**src/rtl/pgood_pkg.sv**
```systemverilog
package pgood_pkg;

    typedef enum logic [1:0] {
        PG_LOW      = 2'd0,
        PG_QUAL_IN  = 2'd1,
        PG_HIGH     = 2'd2,
        PG_QUAL_OUT = 2'd3
    } pg_state_e;

    function automatic logic pg_is_good(input pg_state_e s);
        return (s == PG_HIGH) || (s == PG_QUAL_OUT);
    endfunction

    function automatic logic pg_is_qualifying(input pg_state_e s);
        return (s == PG_QUAL_IN) || (s == PG_QUAL_OUT);
    endfunction

endpackage

```
**src/rtl/pgood_sync.sv**
```systemverilog
module pgood_sync #(
    parameter int WIDTH  = 2,
    parameter int STAGES = 2
) (
    input  logic             clk,
    input  logic             rst_n,
    input  logic [WIDTH-1:0] async_i,
    output logic [WIDTH-1:0] sync_o
);
    logic [WIDTH-1:0] stage_q [STAGES];

    generate
        for (genvar s = 0; s < STAGES; s++) begin : g_stage
            always_ff @(posedge clk or negedge rst_n) begin
                if (!rst_n) begin
                    stage_q[s] <= '0;
                end else begin
                    if (s == 0) begin
                        stage_q[s] <= async_i;
                    end else begin
                        stage_q[s] <= stage_q[(s > 0) ? s - 1 : 0];
                    end
                end
            end
        end
    endgenerate

    assign sync_o = stage_q[STAGES-1];
endmodule

```
**src/rtl/pgood_tick_counter.sv**
```systemverilog
module pgood_tick_counter #(
    parameter int QUAL_TICKS = 64
) (
    input  logic clk,
    input  logic rst_n,
    input  logic clear_i,
    input  logic advance_i,
    output logic last_o
);
    localparam int CW = (QUAL_TICKS > 1) ? $clog2(QUAL_TICKS) : 1;
    localparam logic [CW-1:0] LAST = CW'(QUAL_TICKS - 1);

    logic [CW-1:0] count_q;

    always_ff @(posedge clk or negedge rst_n) begin
        if (!rst_n) begin
            count_q <= '0;
        end else if (clear_i) begin
            count_q <= '0;
        end else if (advance_i && (count_q != LAST)) begin
            count_q <= count_q + 1'b1;
        end
    end

    assign last_o = (count_q == LAST);
endmodule

```
**src/rtl/pgood_fsm.sv**
```systemverilog
module pgood_fsm
    import pgood_pkg::*;
(
    input  logic clk,
    input  logic rst_n,
    input  logic win_i,
    input  logic tick_i,
    input  logic kill_i,
    input  logic last_i,
    output logic cnt_clear_o,
    output logic cnt_adv_o,
    output logic good_o
);
    pg_state_e state_q, state_nx;

    // next-state logic
    always_comb begin
        state_nx = state_q;
        unique case (state_q)
            PG_LOW: begin
                if (win_i) state_nx = PG_QUAL_IN;                   // enter
            end
            PG_QUAL_IN: begin
                if (!win_i)                state_nx = PG_LOW;        // abort-in
                else if (tick_i && last_i) state_nx = PG_HIGH;       // grant
            end
            PG_HIGH: begin
                if (!win_i) state_nx = PG_QUAL_OUT;                  // leave
            end
            PG_QUAL_OUT: begin
                if (win_i)                 state_nx = PG_HIGH;       // abort-out
                else if (tick_i && last_i) state_nx = PG_LOW;        // revoke
            end
            default: state_nx = PG_LOW;
        endcase
        if (kill_i) state_nx = PG_LOW;                               // kill
    end

    // state register
    always_ff @(posedge clk or negedge rst_n) begin
        if (!rst_n) state_q <= PG_LOW;
        else        state_q <= state_nx;
    end

    // outputs
    always_comb begin
        cnt_adv_o   = tick_i && pg_is_qualifying(state_q) && (state_nx == state_q);
        cnt_clear_o = (state_nx != state_q) || !pg_is_qualifying(state_q);
        good_o      = pg_is_good(state_q) && !kill_i;
    end
endmodule

```
**src/rtl/pgood_qualifier.sv**
```systemverilog
module pgood_qualifier #(
    parameter int QUAL_TICKS  = 64,
    parameter int SYNC_STAGES = 2
) (
    input  logic clk,
    input  logic rst_n,
    input  logic ref_tick_i,
    input  logic shutdown_i,
    input  logic uvlo_i,
    input  logic fb_above_lo_i,
    input  logic fb_below_hi_i,
    output logic pgood_o,
    output logic pgood_pull_en_o
);
    logic [1:0] cmp_sync;
    logic       win_sync;
    logic       kill;
    logic       cnt_clear, cnt_adv, cnt_last;
    logic       good;

    pgood_sync #(.WIDTH(2), .STAGES(SYNC_STAGES)) u_sync (
        .clk     (clk),
        .rst_n   (rst_n),
        .async_i ({fb_above_lo_i, fb_below_hi_i}),
        .sync_o  (cmp_sync)
    );

    assign win_sync = &cmp_sync;
    assign kill     = shutdown_i | uvlo_i;

    pgood_tick_counter #(.QUAL_TICKS(QUAL_TICKS)) u_cnt (
        .clk       (clk),
        .rst_n     (rst_n),
        .clear_i   (cnt_clear),
        .advance_i (cnt_adv),
        .last_o    (cnt_last)
    );

    pgood_fsm u_fsm (
        .clk         (clk),
        .rst_n       (rst_n),
        .win_i       (win_sync),
        .tick_i      (ref_tick_i),
        .kill_i      (kill),
        .last_i      (cnt_last),
        .cnt_clear_o (cnt_clear),
        .cnt_adv_o   (cnt_adv),
        .good_o      (good)
    );

    assign pgood_o         = good;
    assign pgood_pull_en_o = ~good;
endmodule

```
**config.mk**
```make
export PLATFORM = sky130hd
export DESIGN_NAME = pgood_qualifier
export DESIGN_NICKNAME = d
export VERILOG_FILES = /design/src/rtl/pgood_pkg.sv /design/src/rtl/pgood_sync.sv /design/src/rtl/pgood_tick_counter.sv /design/src/rtl/pgood_fsm.sv /design/src/rtl/pgood_qualifier.sv
export SDC_FILE = /design/constraint.sdc
export NUM_CORES = 1
export LEC_CHECK = 0
export BUFFER_PORTS_ARGS = -buffer_cell sky130_fd_sc_hd__buf_4
export CORE_AREA = 2 2 39 41
export CTS_CLUSTER_SIZE = 30
export DETAILED_ROUTE_END_ITERATION = 8
export DIE_AREA = 0 0 41 43
export MAX_ROUTING_LAYER = met4
export PLACE_DENSITY = 0.68
export SETUP_SLACK_MARGIN = 0.15
export SYNTH_ARGS = -nofsm -noshare
export SYNTH_HDL_FRONTEND = slang
export SYNTH_HIERARCHICAL = 1
export SYNTH_SLANG_ARGS = --single-unit
```
**constraint.sdc**
```tcl
create_clock -name clk -period 3.63 [get_ports clk]
set_input_delay 0 -clock clk [delete_from_list [all_inputs] [get_ports clk]]
set_output_delay 0 -clock clk [all_outputs]
set_load 0.1 [all_outputs]
```
; Word level (Yosys, flattened, before mapping)
; Index checks and enable logic that the tools add are counted.
[word_totals]
reg_bits = 12
output_inout_bits = 2
elab_cells = 37
[op_classes]
n_addsub = 1
eq_ne = 7
n_mux = 10
bitwise_logic = 2
reduce_logical = 13
[op_table]
columns = op, count
row1 = 2-to-1 mux 2 bit, 7
row2 = 2-to-1 mux 6 bit, 2
row3 = one-hot mux 2 bit (4 select lines), 1
row4 = "adder 6 x 1 -> 6 bit, second input constant", 1
row5 = "equality test 6 bit, second input constant", 1
row6 = "inequality test 6 bit, second input constant", 1
row7 = logical AND 1 bit, 5
row8 = "equality test 2 bit, second input constant", 2
row9 = logical OR 1 bit, 3
row10 = "equality test 2 x 1 -> 1 bit, second input constant", 1
row11 = equality test 2 bit, 1
row12 = zero test 1 bit, 2
row13 = zero test 2 bit, 1
row14 = inequality test 2 bit, 1
row15 = AND reduction 2 bit, 1
row16 = nonzero test 2 bit, 1
row17 = NOT 1 bit, 1
row18 = bitwise OR 1 bit, 1

; Depth between registers and ports, before layout
[depth]
word_depth = 11
depth_mapped = 8
ltp_nobuf = 8

; Modules after synthesis
; Netlist, hierarchy kept.
[modules_own_cells]
columns = mod, instances, cells_each, area_each_um2, seq_area_each_um2
row1 = pgood_tick_counter, 1, 39, 380.4, 150.1
row2 = pgood_fsm, 1, 12, 121.4, 50.0
row3 = pgood_sync, 1, 6, 115.1, 100.1
row4 = pgood_qualifier, 1, 3, 16.3, 0.0

; Worst setup path after synthesis
; Ideal clock, no wire load.
[synth_path]
path_type = flip-flop to flip-flop
startpoint = register u_cnt.count_q[5]
endpoint = register u_cnt.count_q[5]
t_arrival_ps = 1726
path_slack_ps = 1779
path_stages_with_launch = 8
cell_sequence = dfrtp_1 and3_1 buf_6 nor2b_4 nor4_1 buf_4 nand4_1 o311a_1
[synth_between]
elab_chain_len = 10
elab_cells_between_ends = 18
cone_classes = 1 x add/sub / 4 x eq/ne / 8 x mux / 5 x reduce/logical
[synth_lines]
columns = item, line_no
row1 = "start, declared", pgood_tick_counter.sv:13  ; logic [CW-1:0] count_q;
row2 = "start signal, assigned", pgood_tick_counter.sv:21  ; count_q <= count_q + 1'b1;
row3 = equality test 6 bit (*), pgood_tick_counter.sv:25  ; assign last_o = (count_q == LAST);
row4 = via cnt_last, pgood_qualifier.sv:18  ; logic cnt_clear, cnt_adv, cnt_last;
row5 = logical AND 1 bit (*), "pgood_fsm.sv:25, pgood_fsm.sv:32"
row6 = "2-to-1 mux 2 bit, on equally long branches", "pgood_fsm.sv:32, pgood_fsm.sv:25"
row7 = "2-to-1 mux 2 bit, on equally long branches", "pgood_fsm.sv:31, pgood_fsm.sv:24"
row8 = one-hot mux 2 bit (4 select lines) (*), pgood_fsm.sv:19  ; unique case (state_q)
row9 = 2-to-1 mux 2 bit (*), pgood_fsm.sv:36  ; if (kill_i) state_nx = PG_LOW;
row10 = equality test 2 bit (*), pgood_fsm.sv:47  ; cnt_adv_o = tick_i && pg_is_qualifying(state_q) && (state_nx == state_q);
row11 = logical AND 1 bit (*), pgood_fsm.sv:47
row12 = via cnt_adv, pgood_qualifier.sv:18
row13 = logical AND 1 bit (*), pgood_tick_counter.sv:20  ; end else if (advance_i && (count_q != LAST)) begin
row14 = nonzero test 2 bit (no source line) (*), n/a
; The timed path passes the listed nets; every way through them passes the cells marked *. The select of a mux whose other input is x is not followed.
; A chain may end at the register's enable or synchronous reset.

; Final worst setup path
[layout_path]
startpoint = register u_cnt.count_q[0]
endpoint = register u_cnt.count_q[5]
; Same word-level chain as after synthesis.

==> impl_metrics.env <==
export IMPL_rows=14
export IMPL_htree_levels=1
export IMPL_grt_max_degree=13
export IMPL_critPathRequiredTime_ps=3780
export IMPL_grt_overflow=0
export IMPL_crit_slowest_cell="dfrtp_1"
export IMPL_criticalPathCategory="flip-flop to flip-flop"
export IMPL_antenna_found_initial=0
export IMPL_rsz0062_at_grt="no"
export IMPL_grt_use_total_pct=17.78
export IMPL_critPathMaxFanout=10
export IMPL_num_vias=499
export IMPL_fin_ws_ps=1586
export IMPL_synth_xor_area_share_pct=1.383
export IMPL_die_h_um=43
export IMPL_end_kind="flip-flop"
export IMPL_cts_tree="yes"
export IMPL_ys_types=30
export IMPL_syn_area_um2=633.1
export IMPL_combPwrFrac_pct=5.3
export IMPL_critical_path_top_delay_family="simple AND/OR/NAND/NOR gates"
export IMPL_cellLeakagePower_nw=0.3344
export IMPL_syn_area_per_cell_um2=10.55
export IMPL_synth_adder_area_share_pct=1.976
export IMPL_grt_pass1_wl_mm=1.945
export IMPL_grt_pass1_vias=458
export IMPL_p_int_w=0.0002050
export IMPL_cts_buffer_depth=2
export IMPL_fin_setup_tns_ps=0
export IMPL_viasPerCell=5.670
export IMPL_coreArea_um2=1384
export IMPL_wl_per_cell_um=13.09
export IMPL_ff_latch_area_um2=300.3
export IMPL_status="finished clean"
export IMPL_r2r_slack_ps=1590
export IMPL_fmax_mhz=489.3
export IMPL_min_path_type="input pin to flip-flop"
export IMPL_io_buffers=8
export IMPL_drtIter0Drc=15
export IMPL_swShare_pct=19.94
export IMPL_synthSimpleGateAreaFrac_pct=28.06
export IMPL_diodes=0
export IMPL_start_util_pct=45.75
export IMPL_final_cell_mix="12 x dfrtp_1, 9 x buf_4, 5 x nand2_1, 4 x inv_1"
export IMPL_cts_setup_buffers=0
export IMPL_postRouteAntennaNets=0
export IMPL_pwr_share_clk_pct=41.3
export IMPL_crit_path_cell_trace="ha_1, nand2_4, nor2b_4, nor4_1, buf_4, nand4_1, o311a_1"
export IMPL_drc=0
export IMPL_syn_inst=60
export IMPL_min_path_cells=3
export IMPL_period_needed_ps=2044
export IMPL_clkTransAtPathRegs_ps=80
export IMPL_post_route_period_util_pct=56.30
export IMPL_ff2ff_path_depth=7
export IMPL_pre_cts_ws_ps=1632
export IMPL_drtPass1Iterations=4
export IMPL_finalSetupViolations=0
export IMPL_pin_count=9
export IMPL_dieArea_um2=1763
export IMPL_final_util_pct=54.43
export IMPL_power_frac_seq_pct=53.4
export IMPL_multi_input_area_um2=284.0
export IMPL_power_density_nw_per_um2=339.9
export IMPL_cts_sinks=12
export IMPL_holdWs_ps=65.44
export IMPL_num_fill_cells=116
export IMPL_hold_viol_final=0
export IMPL_syn_to_final_growth_pct=18.97
export IMPL_clock_latency_ps=270
export IMPL_start_kind="flip-flop"
export IMPL_drv_slew=0
export IMPL_ys_seq_area_share_pct=47.43
export IMPL_synth_mux_area_share_pct=1.779
export IMPL_root_buffer="clkbuf_4"
export IMPL_max_cap_violations=0
export IMPL_synth_nets=68
export IMPL_cp_num_buf_inv=1
export IMPL_worst_pin_slew_ps=326.1
export IMPL_ys_seq_elements=12
export IMPL_synth_top_family_by_area="simple AND/OR/NAND/NOR gates"
export IMPL_relSlewSlack_pct=78.14
export IMPL_die_width_um=41
export IMPL_cp_arrival_ps=2200
export IMPL_ir_drop_mv=0.2730
export IMPL_net_switching_power_w=0.00005105
export IMPL_dp_hpwl_um=784.2
export IMPL_drive_above_1_share_pct=22.22
export IMPL_mostFrequentLayoutCell="dfrtp_1"
export IMPL_cpPeakStageDelay_ps=420
export IMPL_cp_depth=7
export IMPL_wl_mm=1.152
export IMPL_synth_compound_area_share_pct=11.66
export IMPL_layout_nets=81
export IMPL_numCtsBuffers=3
export IMPL_yosys_warnings=6
export IMPL_skew_ps=6.265
export IMPL_gp_congestion=0.7832
-- through the flow --
stage | std cells | total power, W | instance area [um2]
detailed placement | 81 | 0.0001504 | 686.9
CTS | 88 | 0.0002591 | 753.2
global placement | 81 | 0.0001504 | 686.9
floorplan | 60 | 0.0001439 | 633.1
finish | 88 | 0.0002560 | 753.2
global route | 88 | 0.0002701 | 753.2
-- registers in the layout, indices dropped and copies added, names as in the netlist --
register	flops
u_fsm/state_q	2
u_sync/sync_o	2
u_cnt/count_q	6
u_sync/stage_q	2
-- worst paths after layout --
path	start	end
worst max-delay path	u_cnt/count_q[0]$_DFFE_PN0P_	u_cnt/count_q[5]$_DFFE_PN0P_
worst min-delay path	shutdown_i	u_fsm/state_q[0]$_DFF_PN0_
worst max register to register	u_cnt/count_q[0]$_DFFE_PN0P_	u_cnt/count_q[5]$_DFFE_PN0P_
worst min register to register	u_sync/stage_q[3]$_DFF_PN0_	u_sync/sync_o[1]$_DFF_PN0_
max in group asynchronous	rst_n	u_cnt/count_q[3]$_DFFE_PN0P_
min in group asynchronous	rst_n	u_cnt/count_q[2]$_DFFE_PN0P_
-- Yosys cell counts, drive strengths merged --
cell	count	area, um2
nand2	6	30.03
and2	1	6.260
o311a	1	10.01
nor3	3	15.01
a211oi	1	7.510
xnor2	1	8.760
mux2	1	11.26
a31oi	1	6.260
and3	2	12.51
o31a	1	8.760
nand4bb	1	11.26
o21bai	1	7.510
o211ai	2	15.01
a21oi	2	10.01
nand4b	2	17.52
inv	4	15.01
nand3	1	5.000
dfrtp	12	300.3
a41oi	1	8.760
nor2b	1	13.76
nor4	1	6.260
and2b	2	15.01
nand4	2	12.51
buf	4	33.78
nor3b	3	22.52
or2	1	6.260
nor2	1	3.750
ha	1	12.51
-- power groups by stage --
stage | clock [W] | sequential, W | combinational (W)
after floorplan | 0 | 0.000139 | 0.00000455
after global placement | 0 | 0.000139 | 0.0000111
after detailed placement | 0 | 0.000139 | 0.0000111
after CTS | 0.000109 | 0.000137 | 0.0000137
after global routing | 0.000118 | 0.000137 | 0.0000153
final | 0.000106 | 0.000137 | 0.0000135
-- repair_timing --
action | 4_1_cts | 5_1_grt
hold buffers | 3 | 0
endpoints found under the hold margin | 14 | 0
setup endpoints to repair | 0 | 0
gates resized for setup | 0 | 0
-- tightest hold or removal path: stages --
cell,delay (ps)
buf_4,70
or2_1,150
nor3_1,80
-- area by class of cell --
class | instances | area share [%]
clock buffer | 4 | 4.817
timing repair buffer | 12 | 12.96
multi-input combinational | 40 | 37.71
tap | 16 | 2.658
inverter | 4 | 1.993
sequential | 12 | 39.87
-- cell families after synthesis --
kind of cell / count (synthesis)
simple gates: 27
flops: 12
compound gates: 10
buf+inv: 8
xor+xnor: 1
mux: 1
fa+ha+maj: 1
-- metal layers --
layer  wire length, um  track usage [%]  vias up  share of wire (%)
li1                  -                -      243                  -
met1               499            21.69      237                 43
met2               560            24.69       17                 49
met3                69            4.712        2                6.0
met4                23            12.00        0                2.0
met5                 0                -        -                  0
Power figures use the tool's default switching activity.
